<file path="src/rtl/intc_pkg.sv">
package intc_pkg;

  localparam int NUM_BANKS = 2;

  // word index inside a bank, from byte offset bits [4:2]
  typedef enum logic [2:0] {
    SEL_SRC  = 3'd0,
    SEL_MASK = 3'd1,
    SEL_ACK  = 3'd2,
    SEL_MODE = 3'd3,
    SEL_POL  = 3'd4,
    SEL_STAT = 3'd5
  } regSel_t;

  // write strobes handed from control to one bank datapath
  typedef struct packed {
    logic wrMask;
    logic wrAck;
    logic wrMode;
    logic wrPol;
  } bankStrobe_t;

endpackage

</file>
<file path="src/rtl/intc_sync.sv">
module intc_sync #(
  parameter int N      = 32,
  parameter int STAGES = 2
) (
  input  logic         clk,
  input  logic         rstN,
  input  logic [N-1:0] rawIn,
  output logic [N-1:0] syncNow,
  output logic [N-1:0] syncPrev
);

  logic [STAGES-1:0][N-1:0] chain;

  always_ff @(posedge clk or negedge rstN) begin
    if (!rstN) begin
      chain    <= '0;
      syncPrev <= '0;
    end else begin
      chain[0] <= rawIn;
      for (int s = 1; s < STAGES; s++) chain[s] <= chain[s-1];
      syncPrev <= chain[STAGES-1];
    end
  end

  assign syncNow = chain[STAGES-1];

endmodule

</file>
<file path="src/rtl/intc_regctl.sv">
module intc_regctl
  import intc_pkg::*;
#(
  parameter int ADDR_W = 8
) (
  input  logic                  [ADDR_W-1:0] busAddr,
  input  logic                               busWrEn,
  output bankStrobe_t [NUM_BANKS-1:0]        strobes,
  output regSel_t                            rdSel,
  output logic                               rdBank,
  output logic                               rdHit
);

  logic [2:0] wordIdx;
  logic       upperZero;

  always_comb begin
    wordIdx   = busAddr[4:2];
    upperZero = (busAddr[ADDR_W-1:6] == '0) && (busAddr[1:0] == 2'b00);
    rdBank    = busAddr[5];
    rdSel     = regSel_t'(wordIdx);
    rdHit     = upperZero && (wordIdx <= 3'd5);
    strobes   = '0;
    if (busWrEn && rdHit) begin
      case (wordIdx)
        3'd1:    strobes[rdBank].wrMask = 1'b1;
        3'd2:    strobes[rdBank].wrAck  = 1'b1;
        3'd3:    strobes[rdBank].wrMode = 1'b1;
        3'd4:    strobes[rdBank].wrPol  = 1'b1;
        default: ;
      endcase
    end
  end

endmodule

</file>
<file path="src/rtl/intc_bank.sv">
module intc_bank
  import intc_pkg::*;
#(
  parameter int N = 32
) (
  input  logic        clk,
  input  logic        rstN,
  input  bankStrobe_t strobe,
  input  logic [N-1:0] wrData,
  input  logic [N-1:0] syncNow,
  input  logic [N-1:0] syncPrev,
  output logic [N-1:0] maskReg,
  output logic [N-1:0] modeReg,
  output logic [N-1:0] polReg,
  output logic [N-1:0] pending,
  output logic [N-1:0] status,
  output logic         reqOut
);

  logic [N-1:0] qualified;
  logic [N-1:0] edgeHit;
  logic [N-1:0] ackBits;
  logic [N-1:0] pendNext;

  always_comb begin
    qualified = syncNow ^ polReg;
    edgeHit   = (syncNow ^ syncPrev) & qualified;
    ackBits   = strobe.wrAck ? wrData : '0;
    // edge lines: a new edge beats an acknowledge; level lines: transparent
    pendNext  = (modeReg & (edgeHit | (pending & ~ackBits)))
              | (~modeReg & qualified);
    status    = pending & maskReg;
  end

  always_ff @(posedge clk or negedge rstN) begin
    if (!rstN) begin
      maskReg <= '0;
      modeReg <= '0;
      polReg  <= '0;
      pending <= '0;
      reqOut  <= 1'b0;
    end else begin
      if (strobe.wrMask) maskReg <= wrData;
      if (strobe.wrMode) modeReg <= wrData;
      if (strobe.wrPol)  polReg  <= wrData;
      pending <= pendNext;
      reqOut  <= |status;
    end
  end

endmodule

</file>
<file path="src/rtl/intc_dual_bank.sv">
module intc_dual_bank
  import intc_pkg::*;
#(
  parameter int NUM_LINES   = 32,
  parameter int ADDR_W      = 8,
  parameter int SYNC_STAGES = 2
) (
  input  logic                 clk,
  input  logic                 rstN,
  input  logic [NUM_LINES-1:0] irqLines,
  input  logic [ADDR_W-1:0]    busAddr,
  input  logic                 busWrEn,
  input  logic [NUM_LINES-1:0] busWrData,
  output logic [NUM_LINES-1:0] busRdData,
  output logic                 irqOut,
  output logic                 fiqOut
);

  logic [NUM_LINES-1:0] syncNow;
  logic [NUM_LINES-1:0] syncPrev;

  bankStrobe_t [NUM_BANKS-1:0] bankStrobes;
  regSel_t                     rdSel;
  logic                        rdBank;
  logic                        rdHit;

  logic [NUM_BANKS-1:0][NUM_LINES-1:0] bankMask;
  logic [NUM_BANKS-1:0][NUM_LINES-1:0] bankMode;
  logic [NUM_BANKS-1:0][NUM_LINES-1:0] bankPol;
  logic [NUM_BANKS-1:0][NUM_LINES-1:0] bankPend;
  logic [NUM_BANKS-1:0][NUM_LINES-1:0] bankStat;
  logic [NUM_BANKS-1:0]                bankReq;

  intc_sync #(.N(NUM_LINES), .STAGES(SYNC_STAGES)) uSync (
    .clk(clk), .rstN(rstN), .rawIn(irqLines),
    .syncNow(syncNow), .syncPrev(syncPrev)
  );

  intc_regctl #(.ADDR_W(ADDR_W)) uCtl (
    .busAddr(busAddr), .busWrEn(busWrEn), .strobes(bankStrobes),
    .rdSel(rdSel), .rdBank(rdBank), .rdHit(rdHit)
  );

  for (genvar b = 0; b < NUM_BANKS; b++) begin : gBank
    intc_bank #(.N(NUM_LINES)) uBank (
      .clk(clk), .rstN(rstN), .strobe(bankStrobes[b]), .wrData(busWrData),
      .syncNow(syncNow), .syncPrev(syncPrev),
      .maskReg(bankMask[b]), .modeReg(bankMode[b]), .polReg(bankPol[b]),
      .pending(bankPend[b]), .status(bankStat[b]), .reqOut(bankReq[b])
    );
  end

  always_comb begin
    busRdData = '0;
    if (rdHit) begin
      case (rdSel)
        SEL_SRC:  busRdData = syncNow;
        SEL_MASK: busRdData = bankMask[rdBank];
        SEL_MODE: busRdData = bankMode[rdBank];
        SEL_POL:  busRdData = bankPol[rdBank];
        SEL_STAT: busRdData = bankStat[rdBank];
        default:  busRdData = '0;
      endcase
    end
  end

  assign irqOut = bankReq[0];
  assign fiqOut = bankReq[1];

endmodule

</file>
<file path="config.mk">
export PLATFORM = sky130hd
export DESIGN_NAME = intc_dual_bank
export DESIGN_NICKNAME = d
export VERILOG_FILES = /design/src/rtl/intc_pkg.sv /design/src/rtl/intc_sync.sv /design/src/rtl/intc_regctl.sv /design/src/rtl/intc_bank.sv /design/src/rtl/intc_dual_bank.sv
export SDC_FILE = /design/constraint.sdc
export NUM_CORES = 1
export LEC_CHECK = 0
export ABC_AREA = 1
export BUFFER_PORTS_ARGS = -buffer_cell sky130_fd_sc_hd__buf_2
export CORE_ASPECT_RATIO = 0.9
export CORE_MARGIN = 8
export CORE_UTILIZATION = 30
export CTS_CLUSTER_SIZE = 25
export DETAILED_ROUTE_END_ITERATION = 8
export GPL_TIMING_DRIVEN = 0
export RECOVER_POWER = 100
export SLEW_MARGIN = 40
export SYNTH_ARGS = -nofsm -noshare
export SYNTH_HDL_FRONTEND = slang
export SYNTH_HIERARCHICAL = 1
export SYNTH_SLANG_ARGS = --single-unit
</file>
<file path="constraint.sdc">
create_clock -name clk -period 1.8 [get_ports clk]
set_input_delay 0.36 -clock clk [delete_from_list [all_inputs] [get_ports clk]]
set_output_delay 0.36 -clock clk [all_outputs]
set_load 0.02 [all_outputs]
</file>
# After elaboration in Yosys (flattened, before gate mapping)
# Index checks and enable logic that the tools add are counted.
[totals]
output_inout_bits = 34
register_bits = 354
elab_cells = 73
inputBits = 75
[op_classes]
bitwise_logic = 21
reduce_logical = 9
n_eq_ne = 5
magnitude_cmp = 3
muxes = 22
[op_table]
columns = ["operator", "n"]
rows = [
  ["$mux W32", 11],
  ["$and A32 B32 Y32", 10],
  ["$pmux W32 S5", 1],
  ["$not A32 Y32", 4],
  ["$or A32 B32 Y32", 4],
  ["$xor A32 B32 Y32", 3],
  ["$reduce_or A32 Y1", 2],
  ["$pmux W8 S4", 1],
  ["$demux W4 S1", 4],
  ["$mux W8", 1],
  ["$eq A3 B2 Y1 const B", 2],
  ["$eq A3 B3 Y1 const B", 2],
  ["$logic_and A1 B1 Y1", 4],
  ["$logic_not A2 Y1", 2],
  ["$mux W4", 1],
  ["$eq A3 B1 Y1 const B", 1],
  ["$le A3 B3 Y1 const B", 1],
  ["$logic_not A3 Y1", 1],
  ["$mux W3", 1],
  ["$lt A1 B2 Y1 const B", 1],
  ["$mux W2", 1],
  ["$ge A1 B1 Y1 const B", 1],
  ["$mux W1", 1],
]

# Logic depth before layout (Yosys ltp)
# Gate-level depths: netlist (run 1).
[depth]
ltp_word = 12
depth_mapped = 10
depth_no_buf = 8

# Modules after synthesis
# Netlist (run 1), hierarchy kept.
[modules_own_cells]
columns = ["module", "area_per_inst_um2", "seq_area_each_um2", "n_inst", "cells_per_inst"]
rows = [
  ["intc_bank", 6010.8, 3228.1, 2, 693],
  ["intc_dual_bank", 2902.8, 0.0, 1, 732],
  ["intc_sync", 2642.5, 2402.3, 1, 128],
  ["intc_regctl", 142.6, 0.0, 1, 28],
]

# Worst setup path before layout (run 1)
# Ideal clock, no wire load.
[synth_timing]
path_type = "in2out"
from = "input busAddr[5]"
to = "output busRdData[22]"
arrival_ps = 1402
required_time_ps = 1440
stages = 10
slack_ps = 38
n_path_buf = 3
path_cell_list = "buf_4 -> inv_1 -> buf_2 -> buf_2 -> nand2_1 -> nand2_1 -> nand2_1 -> nand3_1 -> nor2_1 -> nor2_1"
[synth_between]
elab_chain_cells = 4
word_cells_on_any_way = 10
classes_between = "10 x mux"
[synth_lines]
columns = ["element", "line_no", "text"]
rows = [
  ["start, declared", "intc_dual_bank.sv:11", "input logic [ADDR_W-1:0] busAddr,"],
  ["$mux W32 (on tied branches) (2 in a row)", "-", ""],
  ["$pmux W32 S5 (*)", "intc_dual_bank.sv:56", "case (rdSel)"],
  ["$mux W32 (*)", "intc_dual_bank.sv:55", "if (rdHit) begin"],
  ["end, declared", "intc_dual_bank.sv:14", "output logic [NUM_LINES-1:0] busRdData,"],
]
# Every way passes the cells marked *; elsewhere a longest branch is shown, timed or not. The select of a mux whose other input is x is not followed.

# Worst setup path after layout (run 1)
[layout_timing]
from = "register gBank[0].uBank.maskReg[11]"
to = "output busRdData[11]"
[layout_between]
elab_chain_cells = 5
word_cells_on_any_way = 7
classes_between = "6 x mux; 1 x bitwise"
[layout_lines]
columns = ["element", "line_no", "text"]
rows = [
  ["start, declared", "intc_bank.sv:12", "output logic [N-1:0] maskReg,"],
  ["start signal, assigned", "intc_bank.sv:43", "if (strobe.wrMask) maskReg <= wrData;"],
  ["$and A32 B32 Y32", "intc_bank.sv:32", "status = pending & maskReg;"],
  ["$mux W32 (not written as such) (2 in a row)", "intc_dual_bank.sv:61", "SEL_STAT: busRdData = bankStat[rdBank];"],
  ["$pmux W32 S5 (*)", "intc_dual_bank.sv:56", ""],
  ["$mux W32 (*)", "intc_dual_bank.sv:55", ""],
]
# Marks and branches as above.

==> results of run 1 <==
==> worst reg2reg max path, stage by stage, from the launching register on <==
cell     delay (ns)
dfrtp_1        0.39
nand2_2        0.08
buf_4          0.14
buf_6          0.10
buf_4          0.12
buf_4          0.12
buf_4          0.12
buf_4          0.12
buf_4          0.12
buf_4          0.12
buf_4          0.13
nand2_2        0.07
nor2_2         0.03
nand2_1        0.06
nor2_2         0.04
nand2_2        0.08
==> cells in the mapped netlist (2+ instances only) <==
cell and instances:
nand2_1 930, mux2_4 60, o21ai_0 192, buf_12 6, nand3_2 2, dfrtp_1 354, nand3_1 239, buf_2 62
clkbuf_1 13, inv_1 201, mux2_2 4, buf_6 2, nor2_1 158, nor2_2 3, nor2_4 2, buf_4 42
==> kinds of logic after synthesis <==
| logic type | share of synthesized area |
|---|---|
| buffers and inverters | 0.0890 |
| and+or+nand+nor | 0.303 |
| muxes | 0.0534 |
| AOI/OAI and AO/OA | 0.0543 |
| DFF | 0.500 |
==> cell type report <==
type / count / area (um2) / area share
multi-input combinational: 1593 / 7700 / 0.333
buffer: 124 / 1150 / 0.0499
inverter: 202 / 768 / 0.0332
sequential: 354 / 8860 / 0.383
timing repair buffer: 288 / 2360 / 0.102
clock inverter: 11 / 168 / 0.00724
clock buffer: 58 / 1180 / 0.0509
antenna: 1 / 2.50 / 0.000108
tap: 774 / 968 / 0.0418
==> final timing paths <==
kind | from | end | depth (start not counted)
max in group asynchronous | rstN | uSync/syncPrev[21] | 5
min in group asynchronous | rstN | uSync/chain[7] | 2
worst min-delay path | busWrData[13] | gBank[1].uBank/modeReg[13] | 3
worst max-delay path | gBank[0].uBank/maskReg[11] | busRdData[11] | 8
worst min register to register | uSync/chain[13] | uSync/syncNow[13] | 0
worst max register to register | gBank[0].uBank/pending[20] | gBank[0].uBank/reqOut | 15
==> flip-flops by register name, summed over array words and instances, names as in the netlist <==
register and count:
gBank.uBank/modeReg 64, gBank.uBank/pending 64, gBank.uBank/reqOut 2, gBank.uBank/polReg 64
uSync/syncNow 32, gBank.uBank/maskReg 64, uSync/chain 32, uSync/syncPrev 32
==> routing by layer <==
metal	GRT usage	share of wire	wire length, um	up-vias
met2	0.278	0.43	27000	698
met1	0.254	0.44	27300	7810
li1	-	-	-	7750
met4	0.0711	0.038	2390	4
met5	0	0.00037	23	-
met3	0.0348	0.089	5540	161
==> where the power goes <==
group / total (mW) / internal [mW] / switching (mW)
clock network: 8.56 / 5.12 / 3.44
registers: 9.09 / 8.60 / 0.488
logic: 2.80 / 1.19 / 1.61
total: 20.4 / 14.9 / 5.53
==> repair_timing <==
action,4_1_cts,5_1_grt
gates resized for setup,268,145
pin swaps,78,102
hold buffers,33,0
endpoints found under the setup margin,36,172
endpoints found under the hold margin,74,0
cloned,4,1
buffers inserted,115,35
==> stage by stage <==
step,instance area (um2),hold WS (ns),util
after floorplan,17700,0.0644,-
after global placement,19200,0.331,0.329
after detailed placement,19400,0.295,0.331
after CTS,22900,0.0897,0.391
after global routing,23200,0.122,0.396
final,23200,0.118,0.396
==> impl_metrics.tcl, run 1 <==
set metrics [dict create \
    h-tree-depth 2 \
    synthCells 2274 \
    cts_tree "built" \
    ios 109 \
    fin_cells 3405 \
    die_area_mm2 0.0671 \
    hold_viol_final 0 \
    grt_first_pass_wirelength_um 94700 \
    coreArea_mm2 0.0584 \
    cp_common_cell "nand2_1" \
    num_vias 16400 \
    tns_ns -7.99 \
    rsz0062_at_grt "true" \
    clock-sinks 354 \
    route.detailed.drc 0 \
    syn_nets 2349 \
    slowest_delay_ns 0.41 \
    drv_slew 0 \
    maxCapViolCount 0 \
    worst_setup_path_start_kind "flop" \
    cp.arrival_ns 1.74 \
    p_leak_nw 12.1 \
    first_pass_iters 5 \
    drt-initial-drc-count 1596 \
    hold_class "in2reg" \
    ir_drop_v 0.000528 \
    gp_congestion 0.864 \
    r2r_slack_ns -0.11 \
    io_buffer_count 108 \
    relSlewSlack 0.345 \
    cts_root_buffer "clkbuf_16" \
    clk_latency_ns 0.57 \
    worst_pin_slew_ns 0.983 \
    fmaxAchievable_mhz 477 \
    final_cell_mix "nand2_1, dfrtp_1, nand3_1, o21ai_0, inv_1" \
    synth_area_leaders "dfrtp_1, nand2_1, nand3_1" \
    critPathKind "reg2out" \
    yosysSeqAreaShare 0.500 \
    clock_skew_ns 0.0159 \
    synth_largest_area_cell "dfrtp_1" \
    fillers 5920 \
    power_density_mw_per_mm2 883 \
    grt_max_degree 73 \
    setup_viol 60 \
    placed_cells 3161 \
    die_y_um 246 \
    cts_buffers 40 \
    ys_types 20 \
    dp_hpwl_um 39300 \
    grt_pass1_vias 15800 \
    ys_ff_latch 354 \
    overflow 0 \
    wl_um 62300 \
    synth-edff-count 0 \
    violations "negative setup slack" \
    layout_commonest_cell "nand2_1" \
    layout_setup_ws_ns -0.297 \
    ctsLongestPathBuffers 3 \
    slowest_stage "dfrtp_1" \
    async_reset_ff_frac 1.00 \
    post-route-period-util 1.17 \
    layout-drive-gt1-share 0.246 \
    crit_family "simple AND/OR/NAND/NOR gates" \
    path_buf_inv 2 \
    fp-row-count 84 \
    final_antenna_net_count 0 \
    yosys_warnings 6 \
    yosys.area.top_type_share 0.500 \
    vias_per_cell 4.82 \
    cp-end-kind "output port" \
    pre_cts_ws_ns -0.836 \
    synth_area_per_cell_um2 7.79 \
    p_total_mw 20.4 \
    wl_per_cell_um 18.3 \
    die_x_um 272 \
    period_needed_ns 2.10 \
    nets 2678 \
    cp_max_fo 2 \
    worstPathRequired_ns 1.44 \
    path_clk_slew_ns 0.07 \
    syn2layout_area_growth_pct 30.8 \
    gr-usage-all-layers 0.182 \
    grt_antenna_before_repair 3 \
    synth_area_mm2 0.0177 \
    start_util 0.303 \
    synthFlopType "dfrtp_1" \
    path_cells "buf_6, nand2_1, nand2_1, nand2_1, nand3_1, nor2_2, nor2_4, buf_6" \
    outcome "finished with violations" \
]
(Power assumes the default switching activity.)
==> run 2: changes to the inputs <==
SYNTH_HIERARCHICAL = unset   (was 1)
==> impl_metrics.tcl, run 2 <==
set metrics [dict create \
    start_util 0.301 \
    post-route-period-util 1.13 \
    worstRegToRegCells 10 \
    layout_setup_ws_ns -0.238 \
    relSlewSlack 0.270 \
    tns_ns -5.81 \
    cp.arrival_ns 1.68 \
    holdPathStages 3 \
    wl_um 59400 \
    clk_latency_ns 0.57 \
    grt_first_pass_wirelength_um 90000 \
    cp_max_fo 2 \
    synthFlopType "dfrtp_1" \
    seq_area_mm2 0.00886 \
    p_leak_nw 10.5 \
    rsz0062_at_grt "true" \
    violations "negative setup slack" \
    yosysSeqAreaShare 0.533 \
    multi_input_area_mm2 0.00732 \
    placed_cell_area_mm2 0.0183 \
    cts_buffers 40 \
    route.detailed.drc 0 \
    coreArea_mm2 0.0552 \
    fp-row-count 82 \
    final_cell_mix "nand2_1, dfrtp_1, buf_4, o21ai_1, o21ai_0" \
    grt_pass1_vias 15200 \
    yosysMostFrequentCell "nand2_1" \
    clock-sinks 354 \
    stdcell_area_mm2 0.0219 \
    layout_commonest_cell "nand2_1" \
    cts_root_buffer "clkbuf_16" \
    worst_setup_path_start_kind "flop" \
    crit_family "flip-flops" \
    syn_nets 2078 \
    ys_types 23 \
    fin_util 0.397 \
    drt-initial-drc-count 1492 \
    critPathKind "reg2out" \
    nets 2404 \
    grt_antenna_before_repair 1 \
    fmaxAchievable_mhz 491 \
    placed_cells 2827 \
    wl_per_cell_um 19.4 \
    maxCapViolCount 0 \
    cp_common_cell "nand2_1" \
    synth_area_leaders "dfrtp_1, nand2_1, o21ai_1" \
    grt_max_degree 76 \
    slowest_delay_ns 0.42 \
    yosys.area.top_type_share 0.533 \
    path_buf_inv 1 \
    ir_drop_v 0.000552 \
    path_cells "nand2_2, nand2_1, nand3_1, nand2_1, nor2_2, a21oi_2, buf_6" \
    outcome "finished with violations" \
    cp-end-kind "output port" \
    die_x_um 264 \
    setup_viol 50 \
    gp_congestion 0.853 \
    hold_class "in2reg" \
    slowest_stage "dfrtp_1" \
    cts_tree "built" \
    num_vias 15400 \
    clock_skew_ns 0.0168 \
    die_area_mm2 0.0632 \
    synthCells 2003 \
    yosys-top-cells-count "nand2_1, dfrtp_1, o21ai_1" \
    io_buffer_count 105 \
    path_clk_slew_ns 0.06 \
    dp_hpwl_um 37800 \
    die_y_um 239 \
    async_reset_ff_frac 1.00 \
    hold_viol_final 0 \
    worstPathRequired_ns 1.44 \
    final_antenna_net_count 0 \
    synth_area_per_cell_um2 8.30 \
    ys_ff_latch 354 \
    synth-edff-count 0 \
    fin_cells 3068 \
    first_pass_iters 7 \
    yosys_warnings 0 \
    pre_cts_ws_ns -0.792 \
    gr-usage-all-layers 0.183 \
    synth_largest_area_cell "dfrtp_1" \
    synth_area_mm2 0.0166 \
    hold_ws_ns 0.184 \
    power_density_mw_per_mm2 873 \
    fillers 5494 \
    h-tree-depth 2 \
    period_needed_ns 2.04 \
    ctsLongestPathBuffers 3 \
    p_total_mw 19.1 \
    drv_slew 0 \
    antenna_cells 0 \
    vias_per_cell 5.01 \
    ios 109 \
    worst_pin_slew_ns 1.10 \
    overflow 0 \
    syn2layout_area_growth_pct 31.9 \
    layout-drive-gt1-share 0.244 \
    cp_num_cells 7 \
]
==> run 2: changes by cell type after synthesis, moves of 96 or more <==
cell     change
o21ai_1    +184
nand3_1    -165
o21ai_0    -128
inv_1      -102
xor2_1      +96
nor2_1     -110
==> run 2: final timing paths <==
check,endpoint,slack [ns],startpoint
min in group asynchronous,gBank[0].uBank.polReg[27],0.45,rstN
hold reg to reg,uSync.syncNow[28],0.35,uSync.chain[28]
setup reg to reg,gBank[0].uBank.reqOut,-0.01,gBank[0].uBank.maskReg[31]
max in group asynchronous,gBank[1].uBank.polReg[8],-0.01,rstN
hold / removal,gBank[0].uBank.maskReg[27],0.18,busWrData[27]
setup / recovery,busRdData[13],-0.24,gBank[1].uBank.pending[13]
==> run 2: tightest hold or removal path: cells and delay by family <==
family                 cells  cell delay (ns)
AO/OA/AOI/OAI              1             0.16
buffers and inverters      2             0.20
==> run 2: layout make-up <==
cell class | instances | share of cell area
plain buffers | 91 | 0.0377
clock buffers | 57 | 0.0532
clock inverters | 10 | 0.00685
inverters | 101 | 0.0176
multi-input cells | 1457 | 0.334
flip-flops and latches | 354 | 0.404
well taps | 714 | 0.0408
repair buffers | 284 | 0.106
==> run 2: kinds of logic (layout without fill, tap and decap cells) <==
family	count (synthesis)	count (layout)	synth area share
xor gates and xnor gates	96	96	0.0506
AOI/OAI and AO/OA	349	349	0.117
buffers and inverters	192	543	0.0546
DFF	354	354	0.533
and+or+nand+nor	1012	1012	0.246
==> run 2: where the power goes <==
part / switching, mW / internal (mW) / leakage (nW)
sequential: 0.360 / 8.38 / 4.54
clock: 3.39 / 5.05 / 0.652
combinational: 1.18 / 0.763 / 5.33
==> run 2: repair_timing <==
item / in CTS / in global routing
setup endpoints to repair: 32 / 97
hold buffers: 34 / 0
gates cloned: 2 / 1
pin swaps: 63 / 114
hold endpoints to repair: 74 / 0
gates resized for setup: 215 / 125
setup buffers: 88 / 65
==> run 2: layer usage <==
metal,GRT usage,wire length [um]
met5,0,14
met1,0.246,25600
met2,0.287,26700
met3,0.0394,4950
met4,0.0730,2180
